==> src/rtl/bmlut_unit.sv <==
module bmlut_unit #(
  parameter int ROWS = 8,
  parameter int TTW  = 8,
  parameter int LUTW = 4
) (
  input  logic                   clk,
  input  logic                   rst_n,
  input  logic                   in_valid,
  input  logic [1:0]             op,
  input  logic [ROWS*ROWS-1:0]   src_d,
  input  logic [ROWS*ROWS-1:0]   src_a,
  input  logic [ROWS*ROWS-1:0]   src_b,
  input  logic [ROWS*ROWS-1:0]   src_c,
  input  logic [TTW-1:0]         tt_imm,
  input  logic                   nh_sel,
  input  logic                   rec_en,
  input  logic                   so_in,
  output logic                   out_valid,
  output logic [ROWS*ROWS-1:0]   result,
  output logic                   cr_valid,
  output logic [3:0]             cr_out
);
  localparam int W = ROWS * ROWS;
  localparam logic [1:0] OP_XPOSE = 2'd0;
  localparam logic [1:0] OP_TERN  = 2'd1;
  localparam logic [1:0] OP_BIN   = 2'd2;

  logic [W-1:0]      xpose_v, tern_v, bin_v, nxt;
  logic [LUTW-1:0]   lut;
  logic              cr_upd;
  logic              lt, eq;

  assign lut = nh_sel ? src_c[2*LUTW-1:LUTW] : src_c[LUTW-1:0];

  for (genvar j = 0; j < ROWS; j++) begin : g_row
    for (genvar k = 0; k < ROWS; k++) begin : g_col
      assign xpose_v[W-1-(j*ROWS+k)] = src_a[W-1-(k*ROWS+j)];
    end
  end

  for (genvar v = 0; v < W; v++) begin : g_bit
    logic [2:0] t_idx;
    logic [1:0] b_idx;
    assign t_idx    = {src_d[v], src_a[v], src_b[v]};
    assign b_idx    = {src_a[v], src_b[v]};
    assign tern_v[v] = tt_imm[~t_idx];
    assign bin_v[v]  = lut[~b_idx];
  end

  always_comb begin
    case (op)
      OP_XPOSE: nxt = xpose_v;
      OP_TERN:  nxt = tern_v;
      OP_BIN:   nxt = bin_v;
      default:  nxt = '0;
    endcase
  end

  assign cr_upd = in_valid && rec_en && (op == OP_XPOSE || op == OP_TERN);
  assign lt     = nxt[W-1];
  assign eq     = (nxt == '0);

  always_ff @(posedge clk or negedge rst_n) begin
    if (!rst_n) begin
      out_valid <= 1'b0;
      cr_valid  <= 1'b0;
      result    <= '0;
      cr_out    <= '0;
    end else begin
      out_valid <= in_valid;
      cr_valid  <= cr_upd;
      if (in_valid) result <= nxt;
      if (cr_upd)   cr_out <= {lt, !lt && !eq, eq, so_in};
    end
  end
endmodule


==> config.mk <==
export PLATFORM = sky130hd
export DESIGN_NAME = bmlut_unit
export DESIGN_NICKNAME = d
export VERILOG_FILES = /design/src/rtl/bmlut_unit.sv
export SDC_FILE = /design/constraint.sdc
export NUM_CORES = 1
export LEC_CHECK = 0
export ABC_CLOCK_PERIOD_IN_PS = 1700
export BUFFER_PORTS_ARGS = -buffer_cell sky130_fd_sc_hd__buf_2
export CORE_UTILIZATION = 54
export DETAILED_ROUTE_END_ITERATION = 10
export GPL_TIMING_DRIVEN = 1
export PLACE_DENSITY = 0.86
export SETUP_SLACK_MARGIN = 0.1
export SYNTH_ARGS = -nofsm -noshare
export SYNTH_HDL_FRONTEND = slang
export SYNTH_SLANG_ARGS = --single-unit
==> constraint.sdc <==
create_clock -name clk -period 1.7 [get_ports clk]
set_clock_uncertainty 0.2 [all_clocks]
set_input_delay 0.34 -clock clk [delete_from_list [all_inputs] [get_ports clk]]
set_output_delay 0.34 -clock clk [all_outputs]
set_load 0.01 [all_outputs]
==> impl_metrics.ini, run 1 <==
[yosys]
postSynth.asyncResetShare_pct = 100
yosys.area_share.simple_pct = 10.1
avgSynthCellArea_sq_um = 10.4
synth-seq-cells = 70
synth.area.top_cells = mux4_2 39%, dfrtp_1 18%, mux2i_1 8.7%
synth_top_area_share_pct = 38.9
synth_top_family_by_area = multiplexers
synth_compound_area_share_pct = 16.0
netlist_area_sq_um = 9600
ys_types = 56
yosysTopAreaCell = mux4_2
yosysWarnings = 0
synth_most_common_cell = mux4_2
synth_edf_count = 0
synth_common_cells = 166 x mux4_2, 124 x nor2_1, 115 x clkbuf_1, 93 x a21oi_1, 83 x mux2i_1
yosysSeqAreaShare_pct = 18.2
ys.flop_type = dfrtp_1
synthAdderAreaFrac_pct = 0
syn_inst = 927
synth_xor_xnor_area_share_pct = 0
muxShareOfSynthArea_pct = 49.4
synth_nets = 1199

[clocking]
clk_path_buf_depth = 2
clockRootBuffer = clkbuf_16
cts_sinks = 70
htree_levels = 3
cts_buffers = 9

[placement]
place_area_sq_um = 13700
gp_congestion = 1.07
hpwl_um = 33800
dp.cells = 1628
io_buffers = 285

[sta]
crit_endpoint = cr_out[2]$_DFFE_PN0P_/D
endpoint_type = sequential cell input

[die]
die_x_um = 135
pin_count = 342
initial_utilization_pct = 55.3
fp-row-count = 48
fp.dieH_um = 135

[global_routing]
grt_usage_pct = 81.2
grt-ovfl-total = 6
grt_max_degree = 93

[outcome]
status = stopped before the end
haltStage = global routing (5_1_grt)
error = [ERROR GRT-0232] Routing congestion too high. Check the congestion heatmap in the GUI.
[timing repair]
| action | in CTS |
|---|---|
| endpoints found under the setup margin | 67 |
| hold buffers | 1 |
| pin swaps | 34 |
| buffers inserted | 38 |
| hold endpoints to repair | 70 |
| gates cloned | 6 |
| gates resized for setup | 156 |
[cells by family after synthesis]
group           count (synthesis)
mux                           263
compound gates                233
simple gates                  211
buf+inv                       150
flops                          70
[routing by layer]
metal  global-route usage, %  GRT overflow
met4                    80.2             4
met1                    82.5             0
met3                    70.1             0
met2                    92.7             2
met5                    42.5             0
[metrics by stage]
stage / TNS (ns) / utilization (%) / worst slack, ns / hold WS [ns]
3_5_place_dp: -48.44 / 79.0 / -1.54 / 0.137
4_1_cts: -20.77 / 87.0 / -0.994 / 0.0193
2_1_floorplan: -23.75 / - / -1.10 / -0.156
3_3_place_gp: -44.80 / 79.0 / -1.48 / 0.136
==> run 2, diff against run 1 <==
CORE_UTILIZATION = 39   (was 54)
PLACE_DENSITY = unset   (was 0.86)
PLACE_DENSITY_LB_ADDON = 0.15   (was unset)
SETUP_SLACK_MARGIN = unset   (was 0.1)
==> run 2 against run 1 <==
Compared with the run above: the flow now finishes, with violations (negative setup slack); synthesized cell count stayed put; synthesized area stayed put.
==> impl_metrics.ini, run 2 <==
[setup_path]
critical-path-top-delay-family = simple AND/OR/NAND/NOR gates
crit_type = in2reg
slowest_stage = or4_4
critPathArrivalTime_ns = 2.81
end_kind = register
path_max_fanout = 8
reg2reg_depth = 1
cp.required_ns = 1.73
cp.depth = 11
start_kind = input port
startpoint = nh_sel
path_buf_inv = 3
path_cells = buf_12, buf_12, mux2i_4, buf_6, mux4_2, nor2_2, a221oi_2, nand4_1, or4_4, and4b_1, nor2_1
max_stage_delay_ns = 0.60
timing.critical_path.mode_cell = buf_12
reg2reg_from = result[54]$_DFFE_PN0P_

[sta]
finalSetupTns_ns = -20.00
fin_crit_ns = 2.78
tightest_slew_ns = 0.720
final_max_slew_viol_count = 0
rsz0062_at_grt = true
setup_viol = 67
fmax_mhz = 360
period_share_pct = 163
fin_ws_ns = -1.08
hold_slack_ns = 0.201
finalHoldViolCount = 0
maxSlewHeadroom_pct = 52.0

[clocking]
cts.reportedPaths.clkPinSlew_ns = 0.07
cts_sinks = 70
htree_levels = 3
clockRootBuffer = clkbuf_16
clock_latency_ns = 0.35
cts_buffers = 9
cts_tree = done
clk_path_buf_depth = 2

[yosys]
syn_inst = 927
ys_types = 56
yosysSeqAreaShare_pct = 18.2
synth_common_cells = 166 x mux4_2, 124 x nor2_1, 115 x clkbuf_1, 93 x a21oi_1, 83 x mux2i_1
synth_top_family_by_area = multiplexers
yosysWarnings = 0
synth_nets = 1199
ys.flop_type = dfrtp_1
synth-seq-cells = 70
synthAdderAreaFrac_pct = 0
yosys.area_share.simple_pct = 10.1
synth_edf_count = 0
netlist_area_sq_um = 9600
synth_most_common_cell = mux4_2
synth_top_area_share_pct = 38.9
yosysTopAreaCell = mux4_2
postSynth.asyncResetShare_pct = 100
synth_compound_area_share_pct = 16.0
avgSynthCellArea_sq_um = 10.4
muxShareOfSynthArea_pct = 49.4
synth_xor_xnor_area_share_pct = 0
synth.area.top_cells = mux4_2 39%, dfrtp_1 18%, mux2i_1 8.7%

[global_routing]
grt_use_met2_pct = 57.4
grt-ovfl-total = 0
grt_max_degree = 76
grt_pass1_wl_um = 69000
use_met3_pct = 7.13
grt_usage_pct = 36.2
first_global_vias = 11274
antenna_found_initial = 0
busiest_layer = met2
use_met1_pct = 47.6

[route]
drtAntennaViolNets = 0
wl_per_cell_um = 25.9
wl_um = 46600
drt_iter0_drc = 1339
dr_total_vias = 11605
dr.pass1.iters = 5
drc = 0
viasPerCell = 6.46

[outcome]
violations = negative setup slack
status = finished with violations

[cells_and_area]
layout_common_cells = 273 x buf_2, 258 x buf_4, 166 x mux4_2, 109 x nor2_1, 82 x buf_6
largest_reg_flops = 64
reg_top3 = result: 64 flops, cr_out: 4 flops
multi_input_area_sq_um = 8130
largest-register = result
nNetsFinal = 1740
layout_commonest_cell = buf_2
nFillCells = 1943
drive_gt1_share_pct = 67.5
antennaDiodeCount = 0
regArea_sq_um = 1750
area_delta_synth_final_pct = 64.6

[die]
fp-row-count = 57
die_x_um = 159
initial_utilization_pct = 39.6
coreArea_sq_um = 24200
die_area_sq_um = 25300
pin_count = 342
fp.dieH_um = 159

[pwr]
power_density_nw_per_um2 = 577
leakagePower_nw = 6.86
irDropWorstVdd_mv = 0.515

[placement]
hpwl_um = 34000
gp_congestion = 0.948
io_buffers = 285

[run]
cap_violations = 0

[worst_hold_path]
hold_path_class = in2async
==> run 2: path summary, 6_finish.rpt <==
| path | endpoint | slack (ns) |
|---|---|---|
| min in group clk | result[6]$_DFFE_PN0P_ | 0.26 |
| setup reg to reg | result[54]$_DFFE_PN0P_ | 0.67 |
| setup / recovery | cr_out[2]$_DFFE_PN0P_ | -1.08 |
| hold / removal | cr_out[1]$_DFFE_PN0P_ | 0.20 |
| max in group asynchronous | result[6]$_DFFE_PN0P_ | 0.61 |
| hold reg to reg | cr_out[0]$_DFFE_PN0P_ | 0.28 |
==> run 2: power breakdown <==
part           switching [mW]  total, mW  leakage, nW  internal [mW]
clock network           0.838       2.20        0.162           1.37
registers               0.154       2.03        0.823           1.88
logic                    2.34       4.89         5.87           2.54
total                    3.33       9.13         6.86           5.79
==> run 2: per-layer routing <==
| metal | vias up | wire length, um |
|---|---|---|
| met3 | 172 | 5010 |
| li1 | 4826 | - |
| met1 | 5692 | 17400 |
| met4 | 0 | 2550 |
| met5 | - | 0 |
| met2 | 915 | 21700 |
==> run 2: layout make-up <==
class                      count  share of cell area (%)
clock buffer                  11                    1.60
tap                          324                    2.56
timing repair buffer         658                    32.4
sequential                    70                    11.1
inverter                      18                   0.427
multi-input combinational    711                    51.4
clock inverter                 5                   0.514
==> run 2: cells by family (layout without fill, tap and decap cells) <==
kind of cell | count (synthesis) | count (layout)
muxes | 263 | 267
AOI/OAI and AO/OA | 233 | 233
and+or+nand+nor | 211 | 211
buffers and inverters | 150 | 692
DFF | 70 | 70
==> run 2: timing repair <==
| item | 4_1_cts | 5_1_grt |
|---|---|---|
| hold endpoints to repair | 71 | 0 |
| gates cloned | 11 | 3 |
| gates resized for setup | 226 | 77 |
| setup buffers | 50 | 22 |
| pin swaps | 54 | 42 |
| hold buffers | 2 | 0 |
| setup endpoints to repair | 67 | 67 |
==> run 2: per-stage QoR <==
step	worst slack, ns	power, mW	util (%)	instance area, sq um	std cells
detailed placement	-1.54	6.11	56.2	13600	1723
global placement	-1.55	6.07	56.2	13600	1723
CTS	-1.02	8.85	63.6	15400	1793
finish	-1.08	9.13	65.2	15800	1797
global route	-1.10	9.43	65.2	15800	1797
floorplan	-1.10	4.17	-	10200	927
Power figures use the tool's default switching activity.
==> run 3, diff against run 2 <==
CORE_MARGIN = 1   (was unset)
REMOVE_ABC_BUFFERS = 1   (was unset)
==> run 3 against run 2 <==
Compared with the run above: the flow still finishes with violations (negative setup slack); setup slack better by 0.031 ns; core utilization up 1.1 points; clock power is 4% higher; register-to-register slack is essentially flat; sequential share of layout area fell by 0.18 points; largest cell class unchanged.
==> impl_metrics.ini, run 3 (synthesis gave the netlist of run 2 again) <==
[outcome]
status = finished with violations
violations = negative setup slack

[global_routing]
first_global_vias = 11142
grt_usage_pct = 36.7
grt_max_degree = 77
grt-ovfl-total = 0
grt_pass1_wl_um = 69600
antenna_found_initial = 4

[route]
drc = 0
dr.pass1.iters = 6
wl_per_cell_um = 27.0
wl_um = 48100
viasPerCell = 6.52
drt_iter0_drc = 1365
dr_total_vias = 11639
drtAntennaViolNets = 0

[setup_path]
regToRegSetupSlack_ns = 0.67
critPathArrivalTime_ns = 2.79
cp.required_ns = 1.74
end_kind = register
start_kind = input port
path_max_fanout = 8
crit_type = in2reg
reg2reg_depth = 1

[die]
die_area_sq_um = 25300
coreArea_sq_um = 24200
pin_count = 342
fp-row-count = 57
fp.dieH_um = 159
initial_utilization_pct = 39.6
die_x_um = 159

[sta]
setup_viol = 66
tightest_slew_ns = 0.720
period_share_pct = 162
fmax_mhz = 364
maxSlewHeadroom_pct = 51.7
fin_ws_ns = -1.05
final_max_slew_viol_count = 0
fin_crit_ns = 2.75
finalHoldViolCount = 0
rsz0062_at_grt = true

[cells_and_area]
largest_reg_flops = 64
drive_gt1_share_pct = 67.1
layout_commonest_cell = buf_2
nFillCells = 1844
largest-register = result
layout_common_cells = 273 x buf_2, 244 x buf_4, 166 x mux4_2, 112 x nor2_1, 71 x mux2i_1
regArea_sq_um = 1750
multi_input_area_sq_um = 8050
nNetsFinal = 1725
area_delta_synth_final_pct = 67.4
reg_top3 = result: 64 flops, cr_out: 4 flops

[pwr]
leakagePower_nw = 6.93
finalPower_mw = 9.25
irDropWorstVdd_mv = 0.378
power_density_nw_per_um2 = 575

[clocking]
clk_path_buf_depth = 2
cts_buffers = 9
cts_sinks = 70
clockRootBuffer = clkbuf_16
cts_tree = done
cts.reportedPaths.clkPinSlew_ns = 0.06
clock_latency_ns = 0.35
htree_levels = 3

[placement]
gp_congestion = 0.946
hpwl_um = 32100
io_buffers = 285
pre_cts_ws_ns = -1.69

[run]
cap_violations = 0

[worst_hold_path]
hold_path_class = in2async
## run 3: what timing repair did
item,4_1_cts,5_1_grt
setup buffers,47,24
hold buffers,2,0
gates resized for setup,239,111
pin swaps,67,61
cloned,18,5
endpoints found under the hold margin,71,0
endpoints found under the setup margin,67,68
## run 3: worst max-delay path: stages
cell	delay, ns
buf_12	0.12
mux2_4	0.35
mux4_2	0.54
o41ai_4	0.39
buf_4	0.17
nand4b_1	0.07
or4_1	0.47
and4b_1	0.28
nor2_1	0.05
## run 3: path summary, 6_finish.rpt
path                                           to             startpoint
setup / recovery            cr_out[2]$_DFFE_PN0P_                 nh_sel
hold / removal                out_valid$_DFF_PN0_                  rst_n
setup reg to reg            result[8]$_DFFE_PN0P_  result[8]$_DFFE_PN0P_
hold reg to reg             cr_out[0]$_DFFE_PN0P_  cr_out[0]$_DFFE_PN0P_
max in group asynchronous  result[35]$_DFFE_PN0P_                  rst_n
min in group clk            result[6]$_DFFE_PN0P_              src_a[48]
## run 3: per-stage QoR
| stage | area (sq um) | hold WS (ns) | setup TNS [ns] | utilization [%] | cells |
|---|---|---|---|---|---|
| CTS | 15500 | 0.208 | -16.95 | 63.7 | 1772 |
| floorplan | 9070 | -0.156 | -25.27 | - | 795 |
| global route | 16100 | 0.237 | -21.14 | 66.3 | 1784 |
| detailed placement | 13300 | 0.0225 | -51.72 | 55.0 | 1698 |
| global placement | 13300 | 0.0254 | -49.94 | 55.0 | 1698 |
| finish | 16100 | 0.196 | -19.25 | 66.3 | 1784 |
## run 3: power breakdown
part	internal [mW]	switching [mW]	total [mW]	leakage, nW
sequential	1.88	0.141	2.02	0.823
clock	1.41	0.883	2.29	0.166
combinational	2.60	2.34	4.94	5.94
## run 3: metal layers
layer  vias up  share of wire [%]  track usage (%)  wire (um)
met4         2                5.0             15.3       2410
met5         -              0.029                0         14
li1       4799                  -                -          -
met1      5635                 37             49.8      18000
met2      1021                 45             56.4      21600
met3       182                 13             8.46       6080
## run 3: final cells by class
cell class / count / share of cell area, %
timing repair buffer: 647 / 33.9
sequential: 70 / 10.9
multi-input combinational: 707 / 50.1
clock buffer: 13 / 1.68
antenna: 2 / 0.0311
tap: 324 / 2.52
inverter: 18 / 0.420
clock inverter: 3 / 0.405
==> run 4, diff against run 3 <==
CTS_BUF_LIST = sky130_fd_sc_hd__clkbuf_8   (was unset)
==> run 4 against run 3 <==
Compared with the run above: register-to-register slack barely moved; hold slack got worse by 0.029 ns; first-iteration DRC count fell by 10%; largest cell class unchanged; sequential cell count did not move; die area did not move; critical path depth rose by 3; the flow still finishes with violations (negative setup slack); largest power group unchanged.
==> impl_metrics.ini, run 4 (synthesis gave the netlist of run 2 again) <==
[outcome]
status = finished with violations
violations = negative setup slack

[cells_and_area]
final_cell_area_sq_um = 16000
largest_reg_flops = 64
layout_commonest_cell = buf_2
layout_common_cells = 274 x buf_2, 248 x buf_4, 166 x mux4_2, 111 x nor2_1
reg_top3 = result: 64 flops, cr_out: 4 flops
largest-register = result
area_delta_synth_final_pct = 66.1
drive_gt1_share_pct = 66.8
nNetsFinal = 1730

[die]
fp-row-count = 57
pin_count = 342
fp.dieH_um = 159
coreArea_sq_um = 24200
initial_utilization_pct = 39.6
die_area_sq_um = 25300
die_x_um = 159

[sta]
finalHoldViolCount = 0
setup_viol = 67
hold_slack_ns = 0.166
fin_crit_ns = 2.77
finalSetupTns_ns = -17.40
final_max_slew_viol_count = 0
fin_ws_ns = -1.07
rsz0062_at_grt = true
fmax_mhz = 361
tightest_slew_ns = 0.830
period_share_pct = 163
maxSlewHeadroom_pct = 44.3

[route]
viasPerCell = 6.48
drc = 0
wl_per_cell_um = 26.6
drtAntennaViolNets = 0
wl_um = 47600
drt_iter0_drc = 1228
dr_total_vias = 11607
dr.pass1.iters = 7

[clocking]
clock_latency_ns = 0.38
htree_levels = 3
cts_tree = done
cts_sinks = 70
clk_path_buf_depth = 2
cts.reportedPaths.clkPinSlew_ns = 0.09
clockRootBuffer = clkbuf_8
cts_buffers = 9

[setup_path]
critPathArrivalTime_ns = 2.85
start_kind = input port
crit_type = in2reg
cp.required_ns = 1.78
reg2reg_depth = 1
path_max_fanout = 7
end_kind = register

[worst_hold_path]
hold_path_class = in2async

[run]
cap_violations = 0

[pwr]
irDropWorstVdd_mv = 0.336
finalPower_mw = 8.68
power_density_nw_per_um2 = 544
leakagePower_nw = 6.88

[placement]
hpwl_um = 32100
pre_cts_ws_ns = -1.69
place_area_sq_um = 13300
gp_congestion = 0.946
io_buffers = 285

[global_routing]
grt_max_degree = 77
grt-ovfl-total = 0
grt_pass1_wl_um = 68700
first_global_vias = 11082
grt_usage_pct = 36.3
antenna_found_initial = 3
==> run 4: cell types whose count changed in the layout (fill, tap and decap cells not counted), moves of 3 or more <==
cell and change:
clkbuf_16 -8, a21oi_2 -5, buf_6 +3, clkbuf_8 +9, buf_4 +4, a21oi_1 +5
==> run 4: layout make-up <==
| cell class | count | area, sq um |
|---|---|---|
| antenna | 3 | 7.51 |
| tap | 324 | 405 |
| fill | 1888 | 8290 |
| sequential | 70 | 1750 |
| inverter | 18 | 67.6 |
| clock inverter | 4 | 68.8 |
| clock buffer | 12 | 165 |
| timing repair buffer | 652 | 5450 |
| multi-input combinational | 707 | 8040 |
==> run 4: what timing repair did <==
action,CTS,global route
gates cloned,16,7
buffers inserted,41,25
gates resized for setup,241,99
pin swaps,58,39
endpoints found under the setup margin,67,69
hold buffers,2,0
endpoints found under the hold margin,71,0
==> run 4: power by group <==
part / switching [mW] / internal [mW]
clock: 0.808 / 0.942
sequential: 0.139 / 1.88
combinational: 2.32 / 2.59
total: 3.27 / 5.41
==> run 4: critical path, cell delays in order <==
cell	delay (ns)
buf_12	0.11
buf_12	0.12
buf_12	0.11
mux2i_4	0.32
clkbuf_16	0.21
mux4_2	0.24
nor2_2	0.05
a221oi_2	0.22
nand4_1	0.24
or4_1	0.56
and4b_1	0.27
nor2_1	0.05
==> run 4: metrics by stage <==
stage          std cells  utilization, %
6_report            1790            65.8
5_1_grt             1787            65.8
4_1_cts             1765            62.9
3_5_place_dp        1698            55.0
3_3_place_gp        1698            55.0
2_1_floorplan        795               -
==> run 4: worst paths after layout <==
check,start,to,slack [ns]
max reg2reg,result[8]$_DFFE_PN0P_,result[8]$_DFFE_PN0P_,0.66
min in group clk,src_a[48],result[6]$_DFFE_PN0P_,0.19
min reg2reg,cr_out[0]$_DFFE_PN0P_,cr_out[0]$_DFFE_PN0P_,0.28
min,rst_n,out_valid$_DFF_PN0_,0.17
max in group asynchronous,rst_n,result[14]$_DFFE_PN0P_,0.67
max,nh_sel,cr_out[2]$_DFFE_PN0P_,-1.07
==> run 4: per-layer routing <==
layer | up-vias | wire (um) | GRT usage, %
met2 | 966 | 21300 | 54.9
met5 | - | 0 | 0
li1 | 4819 | - | -
met1 | 5644 | 18000 | 49.2
met4 | 0 | 2310 | 16.3
met3 | 178 | 5990 | 9.17
